==> src/rtl/panel_pack_pkg.sv <==
package panel_pack_pkg;
  localparam int unsigned SUBPIX = 3;
  localparam logic [2:0] MODE_TFT     = 3'b000;
  localparam logic [2:0] MODE_DUAL16  = 3'b001;
  localparam logic [2:0] MODE_DUAL24  = 3'b010;
  localparam logic [2:0] MODE_SINGLE8 = 3'b011;
  localparam logic [2:0] MODE_QUIET   = 3'b111;

  function automatic logic is_stn(input logic [2:0] m);
    return (m == MODE_DUAL16) || (m == MODE_DUAL24) || (m == MODE_SINGLE8);
  endfunction
endpackage

==> src/rtl/pack_phase.sv <==
module pack_phase #(
  parameter int unsigned PIX_W = 3,
  parameter int unsigned CNT_W = 4
) (
  input  logic             clk,
  input  logic             rst,
  input  logic             pix_valid,
  input  logic             restart,
  input  logic [CNT_W-1:0] lane_w,
  output logic [CNT_W-1:0] fill_eff,
  output logic             emit
);
  logic [CNT_W-1:0] fill_q;
  logic [CNT_W:0]   sum;

  assign fill_eff = restart ? '0 : fill_q;
  assign sum      = {1'b0, fill_eff} + (CNT_W+1)'(PIX_W);
  assign emit     = pix_valid && (sum >= {1'b0, lane_w});

  always_ff @(posedge clk) begin
    if (rst) begin
      fill_q <= '0;
    end else if (pix_valid) begin
      if (emit) fill_q <= CNT_W'(sum - {1'b0, lane_w});
      else      fill_q <= sum[CNT_W-1:0];
    end
  end
endmodule

==> src/rtl/pack_lane.sv <==
module pack_lane #(
  parameter int unsigned PIX_W  = 3,
  parameter int unsigned LANE_W = 12,
  parameter int unsigned ACC_W  = 14,
  parameter int unsigned CNT_W  = 4
) (
  input  logic              clk,
  input  logic              rst,
  input  logic              pix_valid,
  input  logic              restart,
  input  logic              emit,
  input  logic [PIX_W-1:0]  pix,
  input  logic [CNT_W-1:0]  fill_eff,
  input  logic [CNT_W-1:0]  lane_w,
  output logic [LANE_W-1:0] word
);
  logic [ACC_W-1:0] acc_q;
  logic [ACC_W-1:0] merged;

  assign merged = (restart ? '0 : acc_q) | (ACC_W'(pix) << fill_eff);
  assign word   = merged[LANE_W-1:0];

  always_ff @(posedge clk) begin
    if (rst) begin
      acc_q <= '0;
    end else if (pix_valid) begin
      acc_q <= emit ? (merged >> lane_w) : merged;
    end
  end
endmodule

==> src/rtl/panel_pack.sv <==
module panel_pack #(
  parameter int unsigned OUT_W = 24
) (
  input  logic                                  clk,
  input  logic                                  rst,
  input  logic [2:0]                            mode_sel,
  input  logic                                  pix_valid,
  input  logic                                  frame_start,
  input  logic                                  line_start,
  input  logic [panel_pack_pkg::SUBPIX-1:0]     up_pix,
  input  logic [panel_pack_pkg::SUBPIX-1:0]     lo_pix,
  input  logic [OUT_W-1:0]                      tft_pix,
  output logic [OUT_W-1:0]                      panel_data,
  output logic                                  shift_en,
  output logic [OUT_W-1:0]                      sig_data,
  output logic                                  sig_valid
);
  import panel_pack_pkg::*;

  localparam int unsigned PIX_W  = SUBPIX;
  localparam int unsigned NARROW = OUT_W / 3;
  localparam int unsigned WIDE   = OUT_W / 2;
  localparam int unsigned ACC_W  = WIDE + PIX_W - 1;
  localparam int unsigned CNT_W  = $clog2(ACC_W + 1);

  logic [2:0]        act_mode_q;
  logic [2:0]        eff_mode;
  logic              restart, stn_valid, emit;
  logic [CNT_W-1:0]  lane_w, fill_eff;
  logic [PIX_W-1:0]  lane_pix  [2];
  logic [WIDE-1:0]   lane_word [2];
  logic [OUT_W-1:0]  word_c;
  logic [OUT_W-1:0]  data_q;
  logic              strobe_q;

  assign eff_mode  = (pix_valid && frame_start) ? mode_sel : act_mode_q;
  assign restart   = frame_start || line_start;
  assign stn_valid = pix_valid && is_stn(eff_mode);
  assign lane_w    = (eff_mode == MODE_DUAL24) ? CNT_W'(WIDE) : CNT_W'(NARROW);
  assign lane_pix[0] = up_pix;
  assign lane_pix[1] = lo_pix;

  pack_phase #(.PIX_W(PIX_W), .CNT_W(CNT_W)) u_phase (
    .clk(clk), .rst(rst), .pix_valid(stn_valid), .restart(restart),
    .lane_w(lane_w), .fill_eff(fill_eff), .emit(emit)
  );

  for (genvar g = 0; g < 2; g++) begin : g_lane
    pack_lane #(.PIX_W(PIX_W), .LANE_W(WIDE), .ACC_W(ACC_W), .CNT_W(CNT_W)) u_lane (
      .clk(clk), .rst(rst), .pix_valid(stn_valid), .restart(restart),
      .emit(emit), .pix(lane_pix[g]), .fill_eff(fill_eff), .lane_w(lane_w),
      .word(lane_word[g])
    );
  end

  always_comb begin
    case (eff_mode)
      MODE_DUAL16:  word_c = {{(OUT_W-2*NARROW){1'b0}},
                              lane_word[1][NARROW-1:0], lane_word[0][NARROW-1:0]};
      MODE_DUAL24:  word_c = {lane_word[1], lane_word[0]};
      MODE_SINGLE8: word_c = {{(OUT_W-NARROW){1'b0}}, lane_word[0][NARROW-1:0]};
      default:      word_c = '0;
    endcase
  end

  always_ff @(posedge clk) begin
    if (rst) begin
      act_mode_q <= MODE_QUIET;
      data_q     <= '0;
      strobe_q   <= 1'b0;
    end else begin
      strobe_q <= 1'b0;
      if (pix_valid && frame_start) act_mode_q <= mode_sel;
      if (eff_mode == MODE_TFT) begin
        if (pix_valid) begin
          data_q   <= tft_pix;
          strobe_q <= 1'b1;
        end
      end else if (!is_stn(eff_mode)) begin
        data_q <= '0;
      end else if (emit) begin
        data_q   <= word_c;
        strobe_q <= 1'b1;
      end
    end
  end

  assign panel_data = data_q;
  assign shift_en   = strobe_q;
  assign sig_data   = data_q;
  assign sig_valid  = strobe_q;
endmodule

==> config.mk <==
export PLATFORM = sky130hd
export DESIGN_NAME = panel_pack
export DESIGN_NICKNAME = d
export VERILOG_FILES = /design/src/rtl/panel_pack_pkg.sv /design/src/rtl/pack_phase.sv /design/src/rtl/pack_lane.sv /design/src/rtl/panel_pack.sv
export SDC_FILE = /design/constraint.sdc
export NUM_CORES = 1
export LEC_CHECK = 0
export ABC_CLOCK_PERIOD_IN_PS = 3750
export BUFFER_PORTS_ARGS = -buffer_cell sky130_fd_sc_hd__clkbuf_2
export CORE_MARGIN = 2
export CORE_UTILIZATION = 30
export CTS_BUF_LIST = sky130_fd_sc_hd__clkbuf_4 sky130_fd_sc_hd__clkbuf_8
export CTS_CLUSTER_DIAMETER = 30
export DETAILED_ROUTE_END_ITERATION = 7
export GPL_TIMING_DRIVEN = 0
export PLACE_DENSITY_LB_ADDON = 0.25
export REMOVE_ABC_BUFFERS = 1
export SYNTH_ARGS = -nofsm -noshare
export SYNTH_HDL_FRONTEND = slang
export SYNTH_SLANG_ARGS = --single-unit
export TNS_END_PERCENT = 20
==> constraint.sdc <==
create_clock -name clk -period 3.75 [get_ports clk]
set_input_delay 0.75 -clock clk [delete_from_list [all_inputs] [get_ports clk]]
set_output_delay 0.75 -clock clk [all_outputs]
set_load 0.1 [all_outputs]
======== After elaboration in Yosys (flattened, before gate mapping) ========
Index checks and enable logic that the tools add are counted.
word-level totals
  output and inout bits ................... 50
  bits in registers ....................... 60
  input bits .............................. 38
operators by class
  add/subtract/negate cells ............... 2
  muxes and demuxes ....................... 17
  reductions and logical operators ........ 8
  shift-type cells ........................ 4
  magnitude comparators ................... 1
  bitwise logic cells ..................... 2
  eq/ne operators ......................... 5
operators by type and width
  kind                                                                   count
  24-bit 2-to-1 mux                                                      4
  24-bit one-hot mux with 3 select lines                                 1
  14-bit 2-to-1 mux                                                      4
  14-bit bitwise OR                                                      2
  3-bit by 4-bit left shift with 14-bit output                           2
  14-bit by 4-bit right shift with 14-bit output                         2
  4-bit 2-to-1 mux                                                       2
  3-bit by 2-bit equality test with 1-bit output, second input constant  2
  3-bit 2-to-1 mux                                                       2
  4-bit by 2-bit adder with 5-bit output, second input constant          1
  5-bit by 4-bit >= comparator with 1-bit output                         1
  1-bit 2-to-1 mux                                                       4
  4-bit subtractor                                                       1
  3-bit by 1-bit equality test with 1-bit output, second input constant  1
  1-bit logical AND                                                      3
  3-bit logical NOT                                                      1
  1-bit logical OR                                                       3
  3-bit by 2-bit != test with 1-bit output, second input constant        1
  2-bit != test, second input constant                                   1
  2-bit AND reduction                                                    1

======== Depth between registers and ports, before layout ========
  depth in word-level cells ............... 10
  gate-level depth with buffers ........... 15
  mapped depth without buffers ............ 10

======== Modules after synthesis ========
From an unflattened synthesis, not the netlist that was laid out.
second synthesis, totals
  cells, all modules ...................... 711
  area, all modules ....................... 6053.3 um^2
modules (own cells, without submodules)
  module      cells an instance  times used  area each (um^2)  sequential area each (um^2)
  pack_lane   241                2           1925.6            280.3
  panel_pack  168                1           1681.6            560.5
  pack_phase  61                 1           520.5             80.1

======== Worst setup path after synthesis ========
OpenSTA, ideal clock, no wires.
  kind .................................... input -> register
  from .................................... input frame_start
  to ...................................... register data_q[14], in the netlist panel_data[14]
  buffers on the path ..................... 5
  required time ........................... 3.662 ns
  library setup time ...................... 0.088 ns
  arrival ................................. 3.424 ns
  setup slack ............................. 0.237 ns
  stages .................................. 15
  path through ............................ buf_2 > nor2_1 > buf_2 > buf_2 > nand2_1 > ha_1 > xnor2_1 > ha_1 > a21bo_2 > o21ai_1 > o21ai_2 > and2_4 > buf_6 > buf_6 > a311oi_2
on the way
  longest elaborated chain between the ends .. 9
RTL lines
  item                                                                            RTL line          source
  start, declared                                                                 panel_pack.sv:8   input logic frame_start,
  branches (longest 9 deep; another with 4-bit by 2-bit adder with 5-bit output)  -
  end signal, assigned                                                            panel_pack.sv:76  data_q <= tft_pix;
  end signal, assigned                                                            panel_pack.sv:82  data_q <= word_c;
  end, declared                                                                   panel_pack.sv:33  logic [OUT_W-1:0] data_q;
Several ways; the timed one is not identified. The select of a mux whose other input is x is not followed.
A chain may end at the register's enable or synchronous reset.

======== Worst setup path after layout ========
  from .................................... input frame_start
  to ...................................... register u_phase.fill_q[2]
RTL lines
  item                                            RTL line          source
  1-bit logical OR (*)                            panel_pack.sv:37  assign restart = frame_start || line_start;
  4-bit 2-to-1 mux (*)                            pack_phase.sv:16  assign fill_eff = restart ? '0 : fill_q;
  4-bit by 2-bit adder with 5-bit output (*)      pack_phase.sv:17  assign sum = {1'b0, fill_eff} + (CNT_W+1)'(PIX_W);
  named net u_phase.sum[0]                        pack_phase.sv:14  logic [CNT_W:0] sum;
  5-bit by 4-bit >= comparator with 1-bit output  pack_phase.sv:18  assign emit = pix_valid && (sum >= {1'b0, lane_w});
  1-bit logical AND                               pack_phase.sv:18
  4-bit 2-to-1 mux (*)                            pack_phase.sv:24  if (emit) fill_q <= CNT_W'(sum - {1'b0, lane_w});
  end signal, assigned                            pack_phase.sv:24
  end signal, assigned                            pack_phase.sv:25  else fill_q <= sum[CNT_W-1:0];
  end, declared                                   pack_phase.sv:13  logic [CNT_W-1:0] fill_q;
Mark *: on every way through the listed nets, which the timed path passes. The rest lies on a longest branch.

==> results_dict.tcl <==
set metrics [dict create \
    outcome "finished, final reports clean" \
    ys_ff_latch 60 \
    first_pass_iters 6 \
    tightest_slew_ns 1.344 \
    synthArstFlopShare_pct 0 \
    ctsLongestPathBuffers 2 \
    synth_cells 485 \
    clk_pin_slew_ns 0.07 \
    worstPathMaxFanout 23 \
    rsz0062_at_grt "true" \
    synth_adder_area_share_pct 0.9337 \
    antenna_found_initial 0 \
    fin_crit_ns 3.541 \
    port_buffers 87 \
    wl_mm 13.36 \
    die_h_um 119.8 \
    timing.slew.headroom_pct 10.39 \
    total_leakage_power_uw 0.001594 \
    critPathCaptureType "register" \
    syn-cell-area_sq_um 4020 \
    vdd_drop_max_uv 161.5 \
    postRouteAntennaNets 0 \
    place_hpwl_mm 8.730 \
    critPathKind "input port to register" \
    syn_to_final_growth_pct 12.79 \
    setup_viol 0 \
    dieArea_sq_um 14340 \
    syn_avg_cell_area_sq_um 8.289 \
    hold_viol 0 \
    final.setup.worst_slack_ns 0.2086 \
    die_w_um 119.8 \
    synth_top_family_by_area "compound AO/OA/AOI/OAI gates" \
    grt_pass1_wl_mm 21.26 \
    io_pins 88 \
    via_per_inst 5.709 \
    drv_cap 0 \
    synth_edf_count 0 \
    dr.first_iter.drc_count 275 \
    vias 3979 \
    nNetsFinal 559 \
    cts_hold_buf 0 \
    mostFrequentLayoutCells "86 x clkbuf_2, 62 x a21oi_1, 58 x dfxtp_1" \
    cp.arrival_ns 3.81 \
    diodes 0 \
    p_per_area_nw_per_um2 434.4 \
    synth_compound_area_share_pct 33.86 \
    num_rows 42 \
    grt_pass1_vias 3761 \
    fin_worst_skew_ns 0.007063 \
    synth-seq-area-share_pct 29.88 \
    clock_latency_ns 0.36 \
    startpoint_type "input port" \
    ys_warn_count 0 \
    wl_per_cell_um 19.17 \
    ys_types 71 \
    final_common_cell "clkbuf_2" \
    cts_buffers 9 \
    grt.total_usage_pct 18.79 \
    post-route-period-util_pct 94.44 \
    synthXorXnorAreaFrac_pct 0.2179 \
    coreArea_sq_um 13190 \
    required_ns 4.02 \
    drc 0 \
    fin_util_pct 34.38 \
    grt_max_degree 65 \
    clockRootBuffer "clkbuf_8" \
    synthFlopType "dfxtp_1" \
    place_congestion 0.8959 \
    fmax_mhz 282.4 \
    htree_levels 3 \
    synth.mux.area_fraction_pct 2.677 \
    synthSimpleGateAreaFrac_pct 21.48 \
    place_worst_setup_slack_ns -0.9665 \
    cts.sinks 60 \
    hold_class "register to register" \
    drive_gt1_share_pct 29.75 \
    grt_overflow 0 \
    drv_slew 0 \
    tritoncts "built" \
    initial_core_util_pct 30.48 \
]
==> what timing repair did <==
item | 4_1_cts | 5_1_grt
buffers inserted | 0 | 3
endpoints found under the setup margin | 51 | 33
pin swaps | 1 | 1
gates cloned | 1 | 0
gates resized for setup | 5 | 1
==> through the flow <==
stage	power (uW)	hold WS, ns	area, sq um	TNS, ns	instances
2_1_floorplan	1180	0.4224	3598	-9.358	415
3_3_place_gp	1320	0.4358	4254	-96.72	678
3_5_place_dp	1326	0.4444	4274	-34.72	679
4_1_cts	1977	0.4549	4511	0	694
5_1_grt	2044	0.4811	4534	-0.05035	697
6_report	1970	0.4556	4534	0	697
==> metal layers <==
layer | global-route usage [%] | vias up | share of wire (%)
met5 | 0 | - | 0
met2 | 30.14 | 153 | 48
met4 | 4.338 | 0 | 0.88
li1 | - | 1868 | -
met3 | 4.278 | 13 | 6.1
met1 | 25.67 | 1945 | 45
==> cells by family (layout without fill, tap and decap cells) <==
logic type,after synthesis,in the layout
compound gates,183,184
simple gates,154,154
buf+inv,75,110
flops,60,60
mux,9,9
fa+ha+maj,3,3
xor+xnor,1,1
==> registers in the layout, indices dropped and copies added (netlist names) <==
name                 count
g_lane.u_lane.acc_q     28
panel_data              24
u_phase.fill_q           4
act_mode_q               3
shift_en                 1
==> worst max-delay path, cell delays in order <==
cell and delay (ns):
clkbuf_2 0.27, nor3b_4 0.49, inv_1 0.09, ha_1 0.23
xnor2_1 0.21, ha_1 0.25, a21bo_2 0.26, o21a_1 0.22
nand2_2 0.42, mux2_2 0.40, a211oi_1 0.21
==> cell usage after synthesis, drive strengths merged (8+ instances only) <==
cell,count,share of area [%]
nor3,11,1.5
o21ai,19,2.6
nand3b,8,1.5
a21oi,62,7.7
a221oi,14,3.5
dfxtp,60,30
a211oi,21,6.0
clkbuf,23,2.2
a22oi,17,3.2
nand2,41,3.9
nand3,20,2.5
nor2,26,2.5
buf,47,8.3
==> power by group <==
group | total (uW) | switching [uW] | leakage (uW) | internal, uW
Combinational | 611 | 486 | 0.00100 | 125
Clock | 648 | 273 | 0.000102 | 375
Sequential | 710 | 39.0 | 0.000490 | 671
Total | 1970 | 799 | 0.00159 | 1170
==> cell type report <==
| type | count | area (sq um) |
|---|---|---|
| Inverter | 5 | 18.77 |
| Multi-Input combinational cell | 351 | 2409 |
| Clock inverter | 4 | 76.32 |
| Clock buffer | 10 | 131.4 |
| Fill cell | 1396 | 8656 |
| Tap cell | 176 | 220.2 |
| Timing Repair Buffer | 91 | 475.5 |
| Sequential cell | 60 | 1204 |
==> final timing paths <==
check / from / endpoint / slack (ns) / depth (start not counted)
setup / recovery: frame_start / u_phase.fill_q[2]$_SDFFE_PP0P_ / 0.21 / 11
hold / removal: g_lane[0].u_lane.acc_q[7]$_SDFFE_PP0P_ / g_lane[0].u_lane.acc_q[7]$_SDFFE_PP0P_ / 0.46 / 2
setup reg to reg: u_phase.fill_q[0]$_SDFFE_PP0P_ / u_phase.fill_q[2]$_SDFFE_PP0P_ / 0.23 / 10
hold reg to reg: g_lane[0].u_lane.acc_q[7]$_SDFFE_PP0P_ / g_lane[0].u_lane.acc_q[7]$_SDFFE_PP0P_ / 0.46 / 2
Note: power is estimated with default switching activity, not from simulation.
